File: src/rtl/sb_pkg.sv
package sb_pkg;
    localparam int NUM_UNITS = 5;
    localparam int NUM_REGS  = 32;
    localparam int OP_W      = 4;
    localparam int REG_W     = $clog2(NUM_REGS);
    localparam int UID_W     = $clog2(NUM_UNITS + 1);

    typedef enum logic [1:0] {CL_INT, CL_MUL, CL_ADD, CL_DIV} ucls_t;
    typedef enum logic [1:0] {PH_IDLE, PH_WAIT_RD, PH_EXEC, PH_WAIT_WB} phase_t;

    typedef logic [REG_W-1:0] reg_t;
    typedef logic [UID_W-1:0] uid_t;

    // Status entry of one functional unit; busy is phase != PH_IDLE
    typedef struct packed {
        phase_t          phase;
        logic [OP_W-1:0] op;
        reg_t            fi;
        reg_t            fj;
        reg_t            fk;
        uid_t            qj;
        uid_t            qk;
        logic            rj;
        logic            rk;
    } slot_t;

    // Reduced view used by the write-after-read check
    typedef struct packed {
        logic busy;
        reg_t fi;
        reg_t fj;
        reg_t fk;
        logic rj;
        logic rk;
    } war_view_t;

    // Unit index (0-based) to class
    function automatic ucls_t class_of(input int idx);
        case (idx)
            0:       return CL_INT;
            1, 2:    return CL_MUL;
            3:       return CL_ADD;
            default: return CL_DIV;
        endcase
    endfunction

    // True when producer tag q names a unit writing back in vector v
    function automatic logic tag_hit(input logic [NUM_UNITS-1:0] v, input uid_t q);
        logic r;
        r = 1'b0;
        for (int i = 0; i < NUM_UNITS; i++) begin
            if (q == uid_t'(i + 1) && v[i]) r = 1'b1;
        end
        return r;
    endfunction
endpackage

File: src/rtl/sb_issue_sel.sv
module sb_issue_sel
    import sb_pkg::*;
(
    input  logic                 iss_valid,
    input  ucls_t                iss_cls,
    input  logic [NUM_UNITS-1:0] busy_v,
    input  uid_t                 dst_owner,
    output uid_t                 sel_uid,
    output logic                 issue_stall,
    output logic                 issue_fire
);
    logic found;

    always_comb begin
        found   = 1'b0;
        sel_uid = '0;
        for (int i = 0; i < NUM_UNITS; i++) begin
            if (!found && class_of(i) == iss_cls && !busy_v[i]) begin
                found   = 1'b1;
                sel_uid = uid_t'(i + 1);
            end
        end
        issue_stall = iss_valid && (!found || dst_owner != '0);
        issue_fire  = iss_valid && !issue_stall;
    end
endmodule

File: src/rtl/sb_result_tbl.sv
module sb_result_tbl
    import sb_pkg::*;
(
    input  logic                 clk,
    input  logic                 rst,
    input  logic                 set_en,
    input  reg_t                 set_reg,
    input  uid_t                 set_uid,
    input  logic [NUM_UNITS-1:0] clr_vec,
    input  reg_t                 clr_reg [NUM_UNITS],
    input  reg_t                 rd_a,
    input  reg_t                 rd_b,
    input  reg_t                 rd_d,
    output uid_t                 q_a,
    output uid_t                 q_b,
    output uid_t                 q_d
);
    uid_t owner [NUM_REGS];

    always_ff @(posedge clk) begin
        if (rst) begin
            for (int r = 0; r < NUM_REGS; r++) owner[r] <= '0;
        end else begin
            for (int i = 0; i < NUM_UNITS; i++) begin
                if (clr_vec[i]) owner[clr_reg[i]] <= '0;
            end
            if (set_en) owner[set_reg] <= set_uid;
        end
    end

    assign q_a = owner[rd_a];
    assign q_b = owner[rd_b];
    assign q_d = owner[rd_d];


    waw_free_chk: assert property (@(posedge clk) disable iff (rst)
        set_en |-> owner[set_reg] == '0);

    for (genvar g = 0; g < NUM_UNITS; g++) begin : g_own

        clr_owner_chk: assert property (@(posedge clk) disable iff (rst)
            clr_vec[g] |-> owner[clr_reg[g]] == uid_t'(g + 1));
    end
endmodule

File: src/rtl/sb_war_check.sv
module sb_war_check
    import sb_pkg::*;
(
    input  war_view_t            view [NUM_UNITS],
    output logic [NUM_UNITS-1:0] wb_ok
);
    always_comb begin
        for (int u = 0; u < NUM_UNITS; u++) begin
            wb_ok[u] = 1'b1;
            for (int f = 0; f < NUM_UNITS; f++) begin
                if (f != u && view[f].busy &&
                    ((view[f].fj == view[u].fi && view[f].rj) ||
                     (view[f].fk == view[u].fi && view[f].rk)))
                    wb_ok[u] = 1'b0;
            end
        end
    end
endmodule

File: src/rtl/sb_unit_slot.sv
module sb_unit_slot
    import sb_pkg::*;
(
    input  logic                 clk,
    input  logic                 rst,
    input  logic                 load,
    input  logic [OP_W-1:0]      op,
    input  reg_t                 dst,
    input  reg_t                 src1,
    input  reg_t                 src2,
    input  uid_t                 src_q1,
    input  uid_t                 src_q2,
    input  logic [NUM_UNITS-1:0] wb_vec,
    input  logic                 done,
    input  logic                 wb_ok,
    output slot_t                ent,
    output logic                 rd_grant,
    output logic                 wb_grant
);
    assign rd_grant = ent.phase == PH_WAIT_RD && ent.rj && ent.rk;
    assign wb_grant = ent.phase == PH_WAIT_WB && wb_ok;

    always_ff @(posedge clk) begin
        if (rst) begin
            ent <= '0;
        end else if (load) begin
            ent.phase <= PH_WAIT_RD;
            ent.op    <= op;
            ent.fi    <= dst;
            ent.fj    <= src1;
            ent.fk    <= src2;
            ent.qj    <= src_q1;
            ent.qk    <= src_q2;
            ent.rj    <= src_q1 == '0;
            ent.rk    <= src_q2 == '0;
        end else begin
            case (ent.phase)
                PH_WAIT_RD: begin
                    if (rd_grant) begin
                        ent.phase <= PH_EXEC;
                        ent.rj    <= 1'b0;
                        ent.rk    <= 1'b0;
                        ent.qj    <= '0;
                        ent.qk    <= '0;
                    end else begin
                        if (tag_hit(wb_vec, ent.qj)) ent.rj <= 1'b1;
                        if (tag_hit(wb_vec, ent.qk)) ent.rk <= 1'b1;
                    end
                end
                PH_EXEC:    if (done) ent.phase <= PH_WAIT_WB;
                PH_WAIT_WB: if (wb_grant) ent <= '0;
                default:    ent <= '0;
            endcase
        end
    end


    load_fill_chk: assert property (@(posedge clk) disable iff (rst)
        load |=> ent.phase == PH_WAIT_RD && ent.fi == $past(dst) &&
                 ent.rj == ($past(src_q1) == '0) && ent.rk == ($past(src_q2) == '0));

    rd_clear_chk: assert property (@(posedge clk) disable iff (rst)
        rd_grant |=> ent.phase == PH_EXEC && !ent.rj && !ent.rk);

    wb_free_chk: assert property (@(posedge clk) disable iff (rst)
        wb_grant |=> ent.phase == PH_IDLE);
endmodule

File: src/rtl/sb_hazard_ctrl.sv
module sb_hazard_ctrl
    import sb_pkg::*;
(
    input  logic                      clk,
    input  logic                      rst,
    input  logic                      iss_valid,
    input  logic [OP_W-1:0]           iss_op,
    input  logic [1:0]                iss_cls,
    input  logic [REG_W-1:0]          iss_dst,
    input  logic [REG_W-1:0]          iss_src1,
    input  logic [REG_W-1:0]          iss_src2,
    input  logic [NUM_UNITS-1:0]      exec_done,
    output logic                      issue_stall,
    output logic [NUM_UNITS-1:0]      read_grant,
    output logic [NUM_UNITS-1:0]      wb_grant,
    output logic [NUM_UNITS*OP_W-1:0] unit_op
);
    slot_t                ents   [NUM_UNITS];
    war_view_t            views  [NUM_UNITS];
    reg_t                 dst_of [NUM_UNITS];
    logic [NUM_UNITS-1:0] busy_v;
    logic [NUM_UNITS-1:0] wb_ok;
    logic [NUM_UNITS-1:0] load_v;
    uid_t                 q1_raw, q2_raw, q_dst, q1, q2, sel_uid;
    logic                 fire;

    sb_issue_sel u_sel (
        .iss_valid  (iss_valid),
        .iss_cls    (ucls_t'(iss_cls)),
        .busy_v     (busy_v),
        .dst_owner  (q_dst),
        .sel_uid    (sel_uid),
        .issue_stall(issue_stall),
        .issue_fire (fire)
    );

    sb_result_tbl u_tbl (
        .clk    (clk),
        .rst    (rst),
        .set_en (fire),
        .set_reg(iss_dst),
        .set_uid(sel_uid),
        .clr_vec(wb_grant),
        .clr_reg(dst_of),
        .rd_a   (iss_src1),
        .rd_b   (iss_src2),
        .rd_d   (iss_dst),
        .q_a    (q1_raw),
        .q_b    (q2_raw),
        .q_d    (q_dst)
    );

    // A producer writing back in this cycle no longer blocks the new source
    assign q1 = tag_hit(wb_grant, q1_raw) ? '0 : q1_raw;
    assign q2 = tag_hit(wb_grant, q2_raw) ? '0 : q2_raw;

    sb_war_check u_war (
        .view (views),
        .wb_ok(wb_ok)
    );

    for (genvar g = 0; g < NUM_UNITS; g++) begin : g_unit
        assign load_v[g] = fire && sel_uid == uid_t'(g + 1);

        sb_unit_slot u_slot (
            .clk     (clk),
            .rst     (rst),
            .load    (load_v[g]),
            .op      (iss_op),
            .dst     (iss_dst),
            .src1    (iss_src1),
            .src2    (iss_src2),
            .src_q1  (q1),
            .src_q2  (q2),
            .wb_vec  (wb_grant),
            .done    (exec_done[g]),
            .wb_ok   (wb_ok[g]),
            .ent     (ents[g]),
            .rd_grant(read_grant[g]),
            .wb_grant(wb_grant[g])
        );

        assign busy_v[g]    = ents[g].phase != PH_IDLE;
        assign dst_of[g]    = ents[g].fi;
        assign views[g]     = '{busy: busy_v[g], fi: ents[g].fi, fj: ents[g].fj,
                                fk: ents[g].fk, rj: ents[g].rj, rk: ents[g].rk};
        assign unit_op[g*OP_W +: OP_W] = ents[g].op;


        war_hold_chk: assert property (@(posedge clk) disable iff (rst)
            (ents[g].phase == PH_WAIT_WB && !wb_grant[g]) |=> ents[g].phase == PH_WAIT_WB);
    end


    struct_free_chk: assert property (@(posedge clk) disable iff (rst)
        (load_v & busy_v) == '0);

    stall_hold_chk: assert property (@(posedge clk) disable iff (rst)
        issue_stall |-> load_v == '0);
endmodule

File: config.mk
export PLATFORM = sky130hd
export DESIGN_NAME = sb_hazard_ctrl
export DESIGN_NICKNAME = d
export VERILOG_FILES = /design/src/rtl/sb_pkg.sv /design/src/rtl/sb_issue_sel.sv /design/src/rtl/sb_result_tbl.sv /design/src/rtl/sb_war_check.sv /design/src/rtl/sb_unit_slot.sv /design/src/rtl/sb_hazard_ctrl.sv
export SDC_FILE = /design/constraint.sdc
export NUM_CORES = 1
export LEC_CHECK = 0
export BUFFER_PORTS_ARGS = -buffer_cell sky130_fd_sc_hd__buf_2
export CORE_ASPECT_RATIO = 0.75
export CORE_UTILIZATION = 40
export DETAILED_ROUTE_END_ITERATION = 7
export PLACE_DENSITY = 0.6
export SKIP_LAST_GASP = 1
export SLEW_MARGIN = 5
export SYNTH_ARGS = -nofsm -noshare
export SYNTH_HDL_FRONTEND = slang
export SYNTH_SLANG_ARGS = --single-unit
File: constraint.sdc
create_clock -name clk -period 7.8 [get_ports clk]
set_clock_uncertainty 0.2 [all_clocks]
set_input_delay 1.56 -clock clk [delete_from_list [all_inputs] [get_ports clk]]
set_output_delay 1.56 -clock clk [all_outputs]
set_load 0.005 [all_outputs]
==> flow_metrics.tcl <==
set metrics [dict create \
    status "completed" \
    cts.sinks 241 \
    cp.arrival_ns 4.26 \
    drc 0 \
    syn_avg_cell_area_um2 9.18 \
    pin_count 60 \
    wl_mm 60.2 \
    p_switching_uw 859 \
    cpLargestDelayFamily "simple AND/OR/NAND/NOR gates" \
    hpwl_mm 40.9 \
    setup.worst_path.start_class "register" \
    crit_path_end_kind "output port" \
    final_cells 2286 \
    p_leak_uw 0.00591 \
    synth_top_family_by_area "simple AND/OR/NAND/NOR gates" \
    grt_pass1_vias 14000 \
    synth_edf_count 96 \
    clk_path_buf_depth 3 \
    critical_path_required_ns 6.04 \
    fp.coreArea_um2 41100 \
    rows 64 \
    worst_hold_path_type "register to register" \
    synth_xor_area_frac 0.104 \
    slew_headroom 0.187 \
    pwr-share-seq 0.439 \
    async_flop_share 0 \
    layout_common_cells "196 x nor2_1, 160 x xnor2_1, 145 x dfxtp_1, 124 x nor3_1, 117 x a22oi_1" \
    holdPathStages 2 \
    final_common_cell "nor2_1" \
    grt_overflow 0 \
    finalSetupTns_ns 0 \
    max_freq_mhz 166 \
    ys_seq_area_frac 0.344 \
    p_comb_frac 0.126 \
    crit_chain "xnor2_1 > nand4_1 > nor3_1 > nor4_1 > nand3_1 > clkinv_1 > buf_2" \
    hold_viol 0 \
    post_cts_resized 0 \
    antenna_found_initial 2 \
    path_class "register to output port" \
    fp.dieH_um 180 \
    cp_max_fo 17 \
    synth_compound_area_frac 0.146 \
    p_sw_frac 0.275 \
    start_util 0.409 \
    root_buffer "clkbuf_16" \
    synth_fa_ha_area_frac 0.0186 \
    final_nets 1758 \
    drtIter0Drc 2264 \
    port_buffers 59 \
    fp.dieArea_um2 42900 \
    fillers 3937 \
    grt_pass1_wl_mm 90.7 \
    first_pass_iters 6 \
    maxSlewViolCount 0 \
    grtUsageTotal 0.277 \
    rsz0062_at_grt "no" \
    power.density_nw_per_um2 176 \
    p_int_uw 2260 \
    syn_inst 1831 \
    die_w_um 239 \
    syn_to_final_growth_pct 5.28 \
    finalSetupViolCount 0 \
    power_uw 3120 \
    antenna_cells 0 \
    yosys-mux-area-fraction 0.0947 \
    holdBufCountCts 0 \
    cpPeakStageDelay_ns 1.13 \
    fin_crit_ns 6.02 \
    num_vias 14900 \
    cts_tree "done" \
    maxCapViolations 0 \
    wl_per_cell_um 26.3 \
    dp_cells 2235 \
    h-tree-depth 1 \
    finalCritPeriodShare 0.771 \
    syn_nets 1885 \
    synth_cell_types 85 \
    postCtsSetupBuffers 0 \
    clk_pin_slew_ns 0.07 \
    drive_above_1_share 0.137 \
    peakVddDrop_v 0.000143 \
    yosysWarningCount 0 \
    tightest_slew_ns 1.22 \
    cts_made_buffers 28 \
    reg2regPathDepth 10 \
    ant_nets 0 \
    syn_area_um2 16800 \
    ys_ff_latch 241 \
    synthFlopType "dfxtp_1" \
    slowest_stage "dfxtp_1" \
    power.clock.fraction 0.435 \
    clk_latency_ns 0.57 \
    synth-simple-area-share 0.208 \
    gp_congestion 0.979 \
    crit_buf_inv 2 \
    routed_via_density 6.54 \
    worstSetupPathDepth 7 \
    grt_max_degree 99 \
]
-- layer usage --
metal,GRT usage,vias up,part of all wire
li1,-,6452,-
met3,0.0708,163,0.13
met1,0.411,7277,0.43
met2,0.384,1055,0.41
met4,0.0944,0,0.037
met5,0,-,0
-- stage by stage --
stage	util	cell area (µm²)	hold slack (ns)	worst slack (ns)
floorplan	-	16800	0.255	3.28
global placement	0.408	16800	0.277	2.07
detailed placement	0.408	16800	0.281	2.08
CTS	0.431	17700	0.296	2.03
global route	0.431	17700	0.328	1.82
finish	0.431	17700	0.291	1.78
-- tightest hold or removal path, cell delays in order, from the launching register on --
cell	delay, ns
dfxtp_1	0.32
a22oi_1	0.06
nor2_1	0.07
-- flip-flops by register name, indices dropped and copies added (netlist names) --
signal and flops:
u_tbl.owner 96, g_unit.u_slot.ent 145
-- layout make-up --
cell class	count	area, µm²	area share
multi-input cells	1308	9630	0.544
inverters	42	159	0.00898
clock buffers	41	861	0.0486
well taps	561	702	0.0397
clock inverters	10	80.1	0.00452
flip-flops and latches	241	5790	0.327
repair buffers	83	482	0.0272
-- kinds of logic after synthesis --
group,count (synthesis)
multiplexers,93
flip-flops,241
adder cells (fa/ha/maj),25
AND/OR/NAND/NOR,652
XOR/XNOR,200
buffers and inverters,282
AO/OA/AOI/OAI,338
-- path summary, 6_finish.rpt --
| check | start | end | slack (ns) |
|---|---|---|---|
| worst min register to register | g_unit[3].u_slot.ent[26] | g_unit[3].u_slot.ent[26] | 0.29 |
| worst max register to register | g_unit[4].u_slot.ent[20] | u_tbl.owner[18][2] | 2.58 |
| worst max-delay path | g_unit[1].u_slot.ent[20] | wb_grant[1] | 1.78 |
| worst min-delay path | g_unit[3].u_slot.ent[26] | g_unit[3].u_slot.ent[26] | 0.29 |
-- cells in the mapped netlist, types with 5 or more instances --
library cell / instances / area, µm²
mux2i_1: 33 / 330
edfxtp_1: 96 / 2880
clkbuf_1: 74 / 278
and3_1: 8 / 50.1
mux2_2: 8 / 90.1
buf_2: 101 / 505
xor2_1: 40 / 350
nor3_2: 13 / 130
mux4_2: 52 / 1170
o22ai_1: 48 / 300
a22oi_1: 117 / 878
nand2_1: 49 / 184
xnor2_1: 160 / 1400
nor2b_1: 9 / 56.3
a211o_1: 6 / 52.6
nand3_1: 29 / 145
o221ai_1: 25 / 219
nor3b_1: 9 / 67.6
inv_1: 37 / 139
or3_1: 33 / 206
nand2b_1: 34 / 213
a221oi_1: 7 / 61.3
buf_1: 6 / 22.5
a31oi_1: 21 / 131
nor4_1: 26 / 163
or3b_1: 5 / 43.8
nor4b_1: 7 / 61.3
nand3b_1: 31 / 233
o21ai_0: 21 / 105
ha_1: 25 / 313
nor2_1: 197 / 739
o32ai_1: 8 / 70.1
nor3_1: 125 / 626
o21ai_1: 7 / 35.0
a221o_1: 6 / 60.1
dfxtp_1: 145 / 2900
a21oi_1: 29 / 145
nand4_1: 47 / 294
buf_4: 56 / 420
a21oi_2: 6 / 52.6
-- power groups by stage --
stage / Sequential (µW) / Combinational [µW] / Clock, µW
2_1_floorplan: 1380 / 276 / 0
3_3_place_gp: 1400 / 379 / 0
3_5_place_dp: 1400 / 382 / 0
4_1_cts: 1370 / 384 / 1370
5_1_grt: 1370 / 413 / 1420
6_report: 1370 / 392 / 1360
Power figures use the tool's default switching activity.
